<file path="config.mk">
export PLATFORM = sky130hd
export DESIGN_NAME = fpm_dram_ctrl
export DESIGN_NICKNAME = d
export VERILOG_FILES = /design/src/rtl/fpm_dram_pkg.sv /design/src/rtl/fpm_dram_age.sv /design/src/rtl/fpm_dram_refresh.sv /design/src/rtl/fpm_dram_ctrl.sv
export SDC_FILE = /design/constraint.sdc
export NUM_CORES = 1
export LEC_CHECK = 0
export ABC_CLOCK_PERIOD_IN_PS = 2600
export BUFFER_PORTS_ARGS = -buffer_cell sky130_fd_sc_hd__buf_2
export CAP_MARGIN = 5
export CORE_MARGIN = 10
export CORE_UTILIZATION = 47
export DETAILED_ROUTE_END_ITERATION = 10
export GPL_ROUTABILITY_DRIVEN = 0
export GPL_TIMING_DRIVEN = 0
export MAX_ROUTING_LAYER = met4
export PLACE_DENSITY_LB_ADDON = 0.2
export SLEW_MARGIN = 40
export SYNTH_ARGS = -nofsm -noshare
export SYNTH_HDL_FRONTEND = slang
export SYNTH_HIERARCHICAL = 1
export SYNTH_SLANG_ARGS = --single-unit
</file>
<file path="constraint.sdc">
create_clock -name clk -period 2.6 [get_ports clk]
set_clock_uncertainty 0.1 [all_clocks]
set_input_delay 0.26 -clock clk [delete_from_list [all_inputs] [get_ports clk]]
set_output_delay 0.26 -clock clk [all_outputs]
set_load 0.02 [all_outputs]
</file>
<file path="src/rtl/fpm_dram_pkg.sv">
package fpm_dram_pkg;

  typedef enum logic [2:0] {
    ST_IDLE,   // no row open
    ST_OPEN,   // row open, waiting for a request
    ST_PRE,    // row strobe high, waiting to activate
    ST_ROWA,   // row just activated, column goes onto the pins
    ST_CSET,   // column on pins, waiting for column spacing
    ST_CAS,    // column strobe low
    ST_REF     // refresh row strobe low
  } fpm_state_e;

  // An age counter restarted on an event edge holds k-1 at the edge k
  // cycles later; an edge is allowed when that distance reaches gap.
  function automatic logic gap_met(input int unsigned age, input int unsigned gap);
    return (age + 1) >= gap;
  endfunction

endpackage

</file>
<file path="src/rtl/fpm_dram_age.sv">
module fpm_dram_age #(
  parameter int LIMIT = 11,
  parameter int W     = $clog2(LIMIT + 1)
) (
  input  logic         clk,
  input  logic         rst_n,
  input  logic         restart,
  output logic [W-1:0] age
);
  // Saturating cycle counter; saturated out of reset so no spacing
  // constraint applies before the first event.
  always_ff @(posedge clk or negedge rst_n) begin
    if (!rst_n)                 age <= W'(LIMIT);
    else if (restart)           age <= '0;
    else if (age != W'(LIMIT))  age <= age + 1'b1;
  end
endmodule

</file>
<file path="src/rtl/fpm_dram_refresh.sv">
module fpm_dram_refresh #(
  parameter int ROW_W    = 6,
  parameter int INTERVAL = 780,
  parameter int TW       = $clog2(INTERVAL + 1)
) (
  input  logic             clk,
  input  logic             rst_n,
  input  logic             start,
  output logic             due,
  output logic [ROW_W-1:0] row
);
  logic [TW-1:0] tmr;
  logic          tick;

  assign tick = (tmr == TW'(INTERVAL - 1));

  always_ff @(posedge clk or negedge rst_n) begin
    if (!rst_n) begin
      tmr <= '0;
      due <= 1'b0;
      row <= '0;
    end else begin
      tmr <= tick ? '0 : tmr + 1'b1;
      if (tick)       due <= 1'b1;
      else if (start) due <= 1'b0;
      if (start)      row <= row + 1'b1;
    end
  end
endmodule

</file>
<file path="src/rtl/fpm_dram_ctrl.sv">
module fpm_dram_ctrl
  import fpm_dram_pkg::*;
#(
  parameter int ROW_W        = 6,
  parameter int COL_W        = 5,
  parameter int DATA_W       = 8,
  parameter int T_RC         = 11,
  parameter int T_RAC        = 6,
  parameter int T_CAC        = 2,
  parameter int T_PC         = 4,
  parameter int T_RP         = 4,
  parameter int REF_INTERVAL = 780,
  parameter int ADDR_W       = ROW_W + COL_W,
  parameter int PIN_W        = (ROW_W > COL_W) ? ROW_W : COL_W
) (
  input  logic              clk,
  input  logic              rst_n,
  input  logic              req_valid,
  output logic              req_ready,
  input  logic              req_write,
  input  logic [ADDR_W-1:0] req_addr,
  input  logic [DATA_W-1:0] req_wdata,
  output logic              rsp_valid,
  output logic [DATA_W-1:0] rsp_rdata,
  output logic              dram_ras_n,
  output logic              dram_cas_n,
  output logic              dram_we_n,
  output logic              dram_oe_n,
  output logic [PIN_W-1:0]  dram_addr,
  output logic [DATA_W-1:0] dram_dq_o,
  output logic              dram_dq_oe,
  input  logic [DATA_W-1:0] dram_dq_i
);
  localparam int T_RCD  = T_RAC - T_CAC;   // row fall to column fall
  localparam int T_RAS  = T_RC - T_RP;     // refresh row-low time
  localparam int CNT_W  = $clog2(T_RC + 1);
  localparam int RAGE_W = $clog2(T_RC + 1);
  localparam int CAGE_W = $clog2(T_PC + 1);
  localparam int PAGE_W = $clog2(T_RP + 1);

  fpm_state_e        state;
  logic [ROW_W-1:0]  open_row, pend_row;
  logic [COL_W-1:0]  pend_col;
  logic              pend_write, pend_ref;
  logic [DATA_W-1:0] pend_wdata;
  logic [CNT_W-1:0]  cnt;

  logic [ROW_W-1:0]  req_row;
  logic [COL_W-1:0]  req_col;
  logic              row_hit;

  // named internal events
  logic              ras_fall_ev, ras_rise_ev, cas_fall_ev, ref_start_ev;
  logic              fire_row, fire_col, col_done, ref_done;

  logic [RAGE_W-1:0] ras_age;
  logic [CAGE_W-1:0] cas_age;
  logic [PAGE_W-1:0] pre_age;
  logic              ref_due;
  logic [ROW_W-1:0]  ref_row;

  assign req_row = req_addr[ADDR_W-1:COL_W];
  assign req_col = req_addr[COL_W-1:0];
  assign row_hit = (req_row == open_row);

  assign req_ready = ((state == ST_IDLE) || (state == ST_OPEN)) && !ref_due;

  assign fire_row = (state == ST_PRE)
                    && gap_met(int'(ras_age), T_RC) && gap_met(int'(pre_age), T_RP);
  assign fire_col = (state == ST_CSET)
                    && gap_met(int'(ras_age), T_RCD) && gap_met(int'(cas_age), T_PC);
  assign col_done = (state == ST_CAS) && (cnt == '0);
  assign ref_done = (state == ST_REF) && (cnt == '0);

  assign ras_fall_ev  = fire_row;
  assign cas_fall_ev  = fire_col;
  assign ref_start_ev = fire_row && pend_ref;
  assign ras_rise_ev  = ((state == ST_OPEN) && (ref_due || (req_valid && !row_hit)))
                        || ref_done;

  fpm_dram_age #(.LIMIT(T_RC)) u_ras_age (
    .clk(clk), .rst_n(rst_n), .restart(ras_fall_ev), .age(ras_age));
  fpm_dram_age #(.LIMIT(T_PC)) u_cas_age (
    .clk(clk), .rst_n(rst_n), .restart(cas_fall_ev), .age(cas_age));
  fpm_dram_age #(.LIMIT(T_RP)) u_pre_age (
    .clk(clk), .rst_n(rst_n), .restart(ras_rise_ev), .age(pre_age));

  fpm_dram_refresh #(.ROW_W(ROW_W), .INTERVAL(REF_INTERVAL)) u_refresh (
    .clk(clk), .rst_n(rst_n), .start(ref_start_ev), .due(ref_due), .row(ref_row));

  always_ff @(posedge clk or negedge rst_n) begin
    if (!rst_n) begin
      state      <= ST_IDLE;
      open_row   <= '0;
      pend_row   <= '0;
      pend_col   <= '0;
      pend_write <= 1'b0;
      pend_ref   <= 1'b0;
      pend_wdata <= '0;
      cnt        <= '0;
      dram_ras_n <= 1'b1;
      dram_cas_n <= 1'b1;
      dram_we_n  <= 1'b1;
      dram_oe_n  <= 1'b1;
      dram_addr  <= '0;
      dram_dq_o  <= '0;
      dram_dq_oe <= 1'b0;
      rsp_valid  <= 1'b0;
      rsp_rdata  <= '0;
    end else begin
      rsp_valid <= 1'b0;
      case (state)
        ST_IDLE: begin
          if (ref_due) begin
            pend_ref <= 1'b1;
            state    <= ST_PRE;
          end else if (req_valid) begin
            pend_ref   <= 1'b0;
            pend_row   <= req_row;
            pend_col   <= req_col;
            pend_write <= req_write;
            pend_wdata <= req_wdata;
            state      <= ST_PRE;
          end
        end
        ST_OPEN: begin
          if (ref_due) begin
            pend_ref   <= 1'b1;
            dram_ras_n <= 1'b1;
            state      <= ST_PRE;
          end else if (req_valid) begin
            pend_ref   <= 1'b0;
            pend_row   <= req_row;
            pend_col   <= req_col;
            pend_write <= req_write;
            pend_wdata <= req_wdata;
            if (row_hit) begin
              dram_addr  <= PIN_W'(req_col);
              dram_we_n  <= ~req_write;
              dram_dq_oe <= req_write;
              dram_dq_o  <= req_wdata;
              state      <= ST_CSET;
            end else begin
              dram_ras_n <= 1'b1;
              state      <= ST_PRE;
            end
          end
        end
        ST_PRE: begin
          if (fire_row) begin
            dram_ras_n <= 1'b0;
            if (pend_ref) begin
              dram_addr <= PIN_W'(ref_row);
              cnt       <= CNT_W'(T_RAS - 1);
              state     <= ST_REF;
            end else begin
              dram_addr  <= PIN_W'(pend_row);
              open_row   <= pend_row;
              dram_we_n  <= ~pend_write;
              dram_dq_oe <= pend_write;
              dram_dq_o  <= pend_wdata;
              state      <= ST_ROWA;
            end
          end
        end
        ST_ROWA: begin
          dram_addr <= PIN_W'(pend_col);
          state     <= ST_CSET;
        end
        ST_CSET: begin
          if (fire_col) begin
            dram_cas_n <= 1'b0;
            dram_oe_n  <= pend_write;
            cnt        <= CNT_W'(T_CAC - 1);
            state      <= ST_CAS;
          end
        end
        ST_CAS: begin
          if (col_done) begin
            dram_cas_n <= 1'b1;
            dram_oe_n  <= 1'b1;
            dram_we_n  <= 1'b1;
            dram_dq_oe <= 1'b0;
            rsp_valid  <= ~pend_write;
            if (!pend_write) rsp_rdata <= dram_dq_i;
            state      <= ST_OPEN;
          end else begin
            cnt <= cnt - 1'b1;
          end
        end
        ST_REF: begin
          if (ref_done) begin
            dram_ras_n <= 1'b1;
            state      <= ST_IDLE;
          end else begin
            cnt <= cnt - 1'b1;
          end
        end
        default: state <= ST_IDLE;
      endcase
    end
  end
endmodule

</file>
==> metrics.yaml, run 1 <==
detailed_routing:
  vias: 3222
  routedWlPerCell_microns: 16.5
  drtIter0Drc: 127
  ant_nets: 0
  first_pass_iters: 4
  wl_microns: 9750
  routed_via_density: 5.45
  drc: 0
worst_hold_path:
  hp-start: "dram_dq_i[3]"
  min_to: "rsp_rdata[3]$_DFFE_PN0P_"
  hold_depth: 2
  holdCritPathClass: "primary input to flip-flop"
power:
  switchingPower_w: 0.00224
  swShare: 0.385
  p_int_w: 0.00357
  finalPower_w: 0.00581
  vdd_drop_max_v: 0.000563
  pwr-share-comb: 0.434
  p_per_area_nw_per_um2: 1130
  leakagePower_nw: 2.33
  clock_power_share: 0.173
  seqPwrFrac: 0.394
timing:
  setup_viol: 0
  timing.setup.tns_ps: 0
  fin_crit_ps: 2360
  worstMarginPinSlew_ps: 580
  grt_setup_unrepaired: "false"
  fmax_mhz: 424
  final_hold_viol_count: 0
  slew-limit-headroom: 0.612
  slew_viol_final: 0
  timing.final.crit_share: 0.907
floorplan:
  core_area_sq_um: 9200
  row_count: 35
  dieArea_sq_um: 13700
  die_h_microns: 117
  ios: 60
  initial_core_util: 0.480
  die_w_microns: 117
logic_synthesis:
  async_flop_share: 1.00
  syn_nets: 441
  syn_area_sq_um: 4420
  ys.flop_type: "dfrtp_1"
  yosys_warnings: 6
  synth_edf_count: 0
  syn-instance-count: 401
  synth_cell_type_count: 64
  synth_area_per_cell_sq_um: 11.0
  ys_ff_latch: 89
  yosysSeqAreaShare: 0.507
clocking:
  numClockSinks: 89
  numCtsBuffers: 9
  clk_latency_ps: 360
  post_cts_resized: 0
  ctsRootBufferMaster: "clkbuf_8"
  clk_pin_slew_worst_paths_ps: 90
  ctsHoldBuffers: 1
  cts_buffer_depth: 2
  post_cts.repair.setup_buffers: 0
  cts_tree: "yes"
  ctsHtreeMaxLevel: 3
global_route:
  antenna_found_initial: 0
  grt_pass1_wl_microns: 16300
  grt-ovfl-total: 0
  grtUsageTotal: 0.155
  grt_pass1_vias: 3295
  grt_max_degree: 34
setup_path:
  arrival_ps: 2510
  r2r_slack_ps: 240
  r2r_end: "rsp_rdata[1]$_DFFE_PN0P_"
  path_class: "flip-flop to flip-flop"
  r2r-start: "cnt[0]$_DFFE_PN0P_"
  critical_path_required_ps: 2750
  rr_worst_depth: 6
  crit_path_max_fanout: 9
  crit_start: "cnt[0]$_DFFE_PN0P_"
  crit_path_end_kind: "flip-flop"
  worstSetupStartpointType: "flip-flop"
cells_and_area:
  final_common_cell: "dfrtp_1"
  fin_nets: 514
  syn_to_final_growth_pct: 16.0
  instances_no_fill: 591
  final_cell_mix: "80 x dfrtp_1, 61 x buf_2, 49 x mux2_2"
  drive_above_1_share: 0.340
run:
  maxCapViolations: 0
run_status:
  status: "completed"
place:
  dp_hpwl_microns: 7200
  dp_cells: 573
  port_buffers: 59
==> state kept, by name (all words and copies together) (netlist names), 3 cells and up <==
register,cells
u_refresh/tmr,10
dram_dq_o,8
pend_wdata,8
rsp_rdata,8
dram_addr,6
open_row,6
pend_row,6
u_refresh/row,6
pend_col,5
cnt,4
u_ras_age/age,4
state,3
u_cas_age/age,3
u_pre_age/age,3
==> cells in the mapped netlist, types with 3 or more instances <==
master	instances	area, sq um
dfrtp_1	80	2000
mux2_2	49	552
nand2_1	47	176
nor2_1	23	86.3
o21ai_0	22	110
a21oi_1	18	90.1
inv_1	15	56.3
nand3_1	15	75.1
xor2_1	12	105
dfstp_2	9	236
ha_1	9	113
mux2i_1	9	90.1
clkbuf_1	6	22.5
nand2b_1	5	31.3
xnor2_1	5	43.8
nor3_1	4	20.0
buf_2	3	15.0
nand4_1	3	18.8
nor2b_1	3	18.8
o211ai_1	3	22.5
o21a_1	3	22.5
or3_1	3	18.8
==> area by class of cell <==
cell class | count | area, sq um
Sequential cell | 89 | 2240
Timing Repair Buffer | 62 | 352
Fill cell | 812 | 4070
Tap cell | 111 | 139
Clock inverter | 5 | 62.6
Multi-Input combinational cell | 283 | 2050
Antenna cell | 1 | 2.50
Buffer | 13 | 67.6
Clock buffer | 11 | 151
Inverter | 16 | 60.1
==> metrics by stage <==
stage | util | setup slack [ps] | cell area (sq um) | hold WS, ps
finish | 0.557 | 242 | 5120 | 24.5
global route | 0.557 | 26.8 | 5120 | 1.28
CTS | 0.557 | 228 | 5120 | 1.56
detailed placement | 0.533 | 251 | 4900 | 52.5
global placement | 0.527 | 269 | 4850 | 360
floorplan | - | 501 | 4420 | -136
==> layer usage <==
metal	GRT usage	vias up	part of all wire
met5	-	-	0
met4	0.0494	0	0.0094
met3	0.0367	8	0.039
met2	0.243	67	0.49
met1	0.194	1600	0.46
li1	-	1547	-
==> critical path: stages, from the launching register on <==
cell	delay, ps
dfrtp_1	420
inv_1	90
ha_1	160
nor3b_2	400
nand3_1	210
nor2_2	470
mux2_2	400
==> worst max-delay path by stage <==
stage               slack (ps)  depth (start not counted)                      endpoint
detailed placement         250                          6      rsp_rdata[1]$_DFFE_PN0P_
finish                     240                          6      rsp_rdata[1]$_DFFE_PN0P_
floorplan                  500                          6         dram_we_n$_DFFE_PN1P_
global route                30                          8  u_refresh/row[5]$_DFFE_PN0P_
global placement           270                          8  u_refresh/row[5]$_DFFE_PN0P_
CTS                        230                          8  u_refresh/row[5]$_DFFE_PN0P_
==> power groups by stage <==
stage          registers (W)  logic (W)  clock network (W)
5_1_grt              0.00236    0.00282            0.00111
6_report             0.00229    0.00252            0.00101
2_1_floorplan        0.00244    0.00168                  0
3_5_place_dp         0.00232    0.00253                  0
4_1_cts              0.00229    0.00255            0.00104
3_3_place_gp         0.00228    0.00245                  0
==> logic make-up after synthesis <==
family / share of synthesized area
AO/OA/AOI/OAI: 0.109
XOR/XNOR: 0.0337
adder cells (fa/ha/maj): 0.0255
buffers and inverters: 0.0289
flip-flops: 0.507
multiplexers: 0.151
AND/OR/NAND/NOR: 0.144
Power figures use the tool's default switching activity.
==> run 2, diff against run 1 <==
--- a/config.mk
+++ b/config.mk
@@ -14,7 +14,7 @@
 export GPL_ROUTABILITY_DRIVEN = 0
 export GPL_TIMING_DRIVEN = 0
 export MAX_ROUTING_LAYER = met4
-export PLACE_DENSITY_LB_ADDON = 0.2
+export PLACE_DENSITY = 0.73
 export SLEW_MARGIN = 40
 export SYNTH_ARGS = -nofsm -noshare
 export SYNTH_HDL_FRONTEND = slang
==> run 2 against run 1 <==
  * Design area is 0.32% lower
  * Sequential share of layout area is 0.14 points higher
  * Count of clock-buffer cells in the layout is 1 lower
  * Clock power is 4% lower
  * Critical path depth is 2 higher
  * Combinational power hardly changed
  * Register-to-register slack hardly changed
  * Total power is 0.32% lower
  * Critical path type unchanged
  * Largest cell class unchanged
  * Largest power group unchanged
==> metrics.yaml, run 2 (same netlist as run 1, synthesis figures left out) <==
place:
  dp_hpwl_microns: 7180
  placed_area_sq_um: 4880
  port_buffers: 59
  dp_cells: 572
global_route:
  grt_pass1_vias: 3337
  grt-ovfl-total: 0
  grt_max_degree: 53
  grt_pass1_wl_microns: 16400
  antenna_found_initial: 0
  grtUsageTotal: 0.155
setup_path:
  crit_path_end_kind: "flip-flop"
  arrival_ps: 2560
  crit_top_cell: "nor2_1"
  cp_top_family: "simple AND/OR/NAND/NOR gates"
  critPathBufInv: 2
  critical_path_required_ps: 2800
  path_cells: "buf_4, nand2b_1, nor2_1, clkbuf_1, and3_1, nand4_1, nor2_1, xor2_1"
  crit_slowest_cell: "clkbuf_1"
  worstSetupStartpointType: "flip-flop"
  path_class: "flip-flop to flip-flop"
  crit_path_max_fanout: 10
  cpPeakStageDelay_ps: 440
detailed_routing:
  ant_nets: 0
  routed_via_density: 5.48
  first_pass_iters: 5
  drc: 0
  vias: 3235
  wl_microns: 9730
  drtIter0Drc: 192
  routedWlPerCell_microns: 16.5
worst_hold_path:
  holdCritPathClass: "primary input to flip-flop"
floorplan:
  dieArea_sq_um: 13700
  initial_core_util: 0.480
  core_area_sq_um: 9200
  ios: 60
  row_count: 35
  die_h_microns: 117
  die_w_microns: 117
cells_and_area:
  drive_above_1_share: 0.338
  final_cell_mix: "80 x dfrtp_1, 61 x buf_2, 49 x mux2_2"
  design_area_sq_um: 5110
  fin_nets: 514
  syn_to_final_growth_pct: 15.6
  largest_reg_flops: 10
  instances_no_fill: 590
  top_register: "u_refresh/tmr"
  n_antenna_cell: 0
  final_common_cell: "dfrtp_1"
clocking:
  post_cts_resized: 0
  cts_buffer_depth: 2
  clk_latency_ps: 360
  ctsHtreeMaxLevel: 3
  ctsRootBufferMaster: "clkbuf_8"
  cts_tree: "yes"
  clk_pin_slew_worst_paths_ps: 90
  numCtsBuffers: 9
  numClockSinks: 89
power:
  swShare: 0.388
  p_int_w: 0.00355
  leakagePower_nw: 2.33
  switchingPower_w: 0.00225
  vdd_drop_max_v: 0.000426
  seqPwrFrac: 0.394
  clock_power_share: 0.168
  p_per_area_nw_per_um2: 1130
  pwr-share-comb: 0.438
timing:
  setup_viol: 0
  timing.final.crit_share: 0.908
  timing.setup.tns_ps: 0
  fmax_mhz: 423
  holdWs_ps: 20.5
  grt_setup_unrepaired: "false"
  fin_crit_ps: 2360
  final_hold_viol_count: 0
  slew_viol_final: 0
  slew-limit-headroom: 0.578
  worstMarginPinSlew_ps: 631
run:
  maxCapViolations: 0
run_status:
  status: "completed"
run 2: layout make-up:
| cell class | count | area [sq um] |
|---|---|---|
| Clock buffer | 10 | 138 |
| Tap cell | 111 | 139 |
| Fill cell | 779 | 4090 |
| Multi-Input combinational cell | 283 | 2050 |
| Sequential cell | 89 | 2240 |
| Buffer | 13 | 67.6 |
| Clock inverter | 6 | 65.1 |
| Inverter | 16 | 60.1 |
| Timing Repair Buffer | 62 | 349 |
run 2: worst register-to-register path: cells and delay by family (launching register included):
family,cells,cell delay (ps)
and+or+nand+nor,5,1070
xor gates and xnor gates,1,150
buffers and inverters,2,610
DFF,1,380
run 2: routing by layer:
metal,global-route usage,vias up,routed length (microns)
li1,-,1554,-
met5,-,-,0
met3,0.0382,12,499
met1,0.192,1582,4310
met4,0.0387,0,109
met2,0.249,87,4810
run 2: worst paths after layout:
check	startpoint	end	slack, ps	depth (start not counted)
setup / recovery	state[0]$_DFFE_PN0P_	u_refresh/row[5]$_DFFE_PN0P_	240	8
hold / removal	dram_dq_i[5]	rsp_rdata[5]$_DFFE_PN0P_	20	2
setup reg to reg	state[0]$_DFFE_PN0P_	u_refresh/row[5]$_DFFE_PN0P_	240	8
hold reg to reg	dram_cas_n$_DFFE_PN1P_	dram_cas_n$_DFFE_PN1P_	390	2
max in group asynchronous	rst_n	u_refresh/tmr[0]$_DFF_PN0_	1580	3
min in group asynchronous	rst_n	dram_dq_oe$_DFFE_PN0P_	260	2
run 2: repair_timing:
action                                 in CTS  in global routing
endpoints found under the hold margin      37                  1
setup buffers                               0                  0
hold buffers                                1                  1
run 2: through the flow:
step	utilization	worst slack, ps	total power (W)
2_1_floorplan	-	501	0.00412
3_3_place_gp	0.527	261	0.00473
3_5_place_dp	0.531	259	0.00485
4_1_cts	0.554	236	0.00584
5_1_grt	0.555	51.7	0.00624
6_report	0.555	239	0.00579
run 2: power by group through the flow:
stage | registers, W | clock network, W | logic, W
floorplan | 0.00244 | 0 | 0.00168
global placement | 0.00228 | 0 | 0.00245
detailed placement | 0.00231 | 0 | 0.00253
CTS | 0.00229 | 0.00101 | 0.00255
global route | 0.00236 | 0.00106 | 0.00281
finish | 0.00228 | 0.000972 | 0.00254
==> run 3, diff against run 2 <==
--- a/config.mk
+++ b/config.mk
@@ -10,6 +10,7 @@
 export CAP_MARGIN = 5
 export CORE_MARGIN = 10
 export CORE_UTILIZATION = 47
+export CTS_BUF_LIST = sky130_fd_sc_hd__clkbuf_4
 export DETAILED_ROUTE_END_ITERATION = 10
 export GPL_ROUTABILITY_DRIVEN = 0
 export GPL_TIMING_DRIVEN = 0
==> run 3 against run 2 <==
  * Critical path type unchanged
  * Non-clock buffer count rose by 27
  * Setup slack got worse by 33 ps
  * Combinational power rose by 2%
  * Core utilization rose by 2.2 points
  * Sequential cell count did not move
  * Sequential power barely moved
  * Global-route usage rose by 0.42 points
  * Highest routed layer unchanged
  * Largest cell class unchanged
  * Critical path depth did not move
  * First-iteration DRC count rose by 11%
==> metrics.yaml, run 3 (same netlist as run 1, synthesis figures left out) <==
timing:
  worstMarginPinSlew_ps: 670
  fmax_mhz: 418
  grt_setup_unrepaired: "false"
  slew_viol_final: 0
  final_hold_viol_count: 0
  setup_ws_ps: 206
  slew-limit-headroom: 0.552
  timing.final.crit_share: 0.921
  setup_viol: 0
  holdWs_ps: 82.5
  timing.setup.tns_ps: 0
  fin_crit_ps: 2390
floorplan:
  dieArea_sq_um: 13700
  ios: 60
  row_count: 35
  die_h_microns: 117
  core_area_sq_um: 9200
  initial_core_util: 0.480
  die_w_microns: 117
setup_path:
  crit_top_cell: "nor2_1"
  crit_start: "state[0]$_DFFE_PN0P_"
  crit_slowest_cell: "clkbuf_1"
  r2r_end: "u_refresh/row[5]$_DFFE_PN0P_"
  cpPeakStageDelay_ps: 450
  setup.worst_path.end: "u_refresh/row[5]$_DFFE_PN0P_"
  crit_path_max_fanout: 10
  critPathBufInv: 2
  crit_path_end_kind: "flip-flop"
  critical_path_required_ps: 2870
  r2r_slack_ps: 210
  arrival_ps: 2670
  path_cells: "buf_4, nand2b_1, nor2_1, clkbuf_1, and3_1, nand4_1, nor2_1, xor2_1"
  path_class: "flip-flop to flip-flop"
  worstSetupStartpointType: "flip-flop"
  r2r-start: "state[0]$_DFFE_PN0P_"
  path_depth: 8
  cp_top_family: "simple AND/OR/NAND/NOR gates"
  rr_worst_depth: 8
clocking:
  post_cts_resized: 0
  numCtsBuffers: 9
  clk_latency_ps: 430
  post_cts.repair.setup_buffers: 0
  ctsHtreeMaxLevel: 3
  ctsHoldBuffers: 29
  cts_tree: "yes"
  clk_pin_slew_worst_paths_ps: 140
  ctsRootBufferMaster: "clkbuf_4"
  cts_buffer_depth: 2
  numClockSinks: 89
power:
  leakagePower_nw: 2.42
  finalPower_w: 0.00562
  p_per_area_nw_per_um2: 1060
  vdd_drop_max_v: 0.000447
detailed_routing:
  drc: 0
  routed_via_density: 5.46
  vias: 3367
  routedWlPerCell_microns: 16.2
  wl_microns: 10000
  ant_nets: 0
  drtIter0Drc: 213
  first_pass_iters: 5
place:
  port_buffers: 59
  placed_area_sq_um: 4880
  place_ws_ps: 259
  dp_hpwl_microns: 7180
global_route:
  grt_pass1_wl_microns: 16900
  grt_max_degree: 53
  grtUsageTotal: 0.159
  grt_pass1_vias: 3435
  antenna_found_initial: 0
  grt-ovfl-total: 0
run:
  maxCapViolations: 0
cells_and_area:
  final_common_cell: "dfrtp_1"
  top_register: "u_refresh/tmr"
  drive_above_1_share: 0.318
  syn_to_final_growth_pct: 20.3
  largest_reg_flops: 10
  design_area_sq_um: 5310
  nFillCells: 762
  fin_nets: 541
  final_cell_mix: "80 x dfrtp_1, 61 x buf_2, 49 x mux2_2"
  n_antenna_cell: 0
run_status:
  status: "completed"
worst_hold_path:
  holdCritPathClass: "primary input to flip-flop"
## run 3: stage by stage
stage | std cells | util
2_1_floorplan | 401 | -
3_3_place_gp | 571 | 0.527
3_5_place_dp | 572 | 0.531
4_1_cts | 617 | 0.578
5_1_grt | 617 | 0.578
6_report | 617 | 0.578
## run 3: report_power, final
part	internal, W	total (W)	switching [W]
Sequential	0.00194	0.00228	0.000342
Clock	0.000294	0.000766	0.000472
Combinational	0.00116	0.00258	0.00142
Total	0.00339	0.00562	0.00223
## run 3: how the worst min path moves through the flow
stage                                  from                           end  depth (start not counted)
2_1_floorplan                         rst_n            cnt[0]$_DFFE_PN0P_                          0
3_3_place_gp   u_refresh/row[5]$_DFFE_PN0P_  u_refresh/row[5]$_DFFE_PN0P_                          1
3_5_place_dp                          rst_n  u_cas_age/age[1]$_DFFE_PN0P_                          1
4_1_cts                           req_valid          pend_ref$_DFFE_PN0P_                          3
5_1_grt                           req_valid          pend_ref$_DFFE_PN0P_                          3
6_report                          req_valid          pend_ref$_DFFE_PN0P_                          3
## run 3: cell type report
type,instances,area [sq um],share of cell area
Sequential cell,89,2240,0.421
Multi-Input combinational cell,283,2050,0.386
Timing Repair Buffer,89,619,0.117
Tap cell,111,139,0.0261
Clock inverter,7,68.8,0.0130
Clock buffer,9,67.6,0.0127
Buffer,13,67.6,0.0127
Inverter,16,60.1,0.0113
## run 3: worst register-to-register path: cells and delay by family, from the launching register on
| kind | cells | cell delay [ps] |
|---|---|---|
| and+or+nand+nor | 5 | 1070 |
| buffers and inverters | 2 | 620 |
| DFF | 1 | 390 |
| xor gates and xnor gates | 1 | 150 |
## run 3: per-layer routing
layer	vias up	global-route usage	routed length (microns)
met5	-	-	0
met4	0	0.0428	174
met3	15	0.0398	516
met2	105	0.254	4920
met1	1637	0.198	4390
li1	1610	-	-
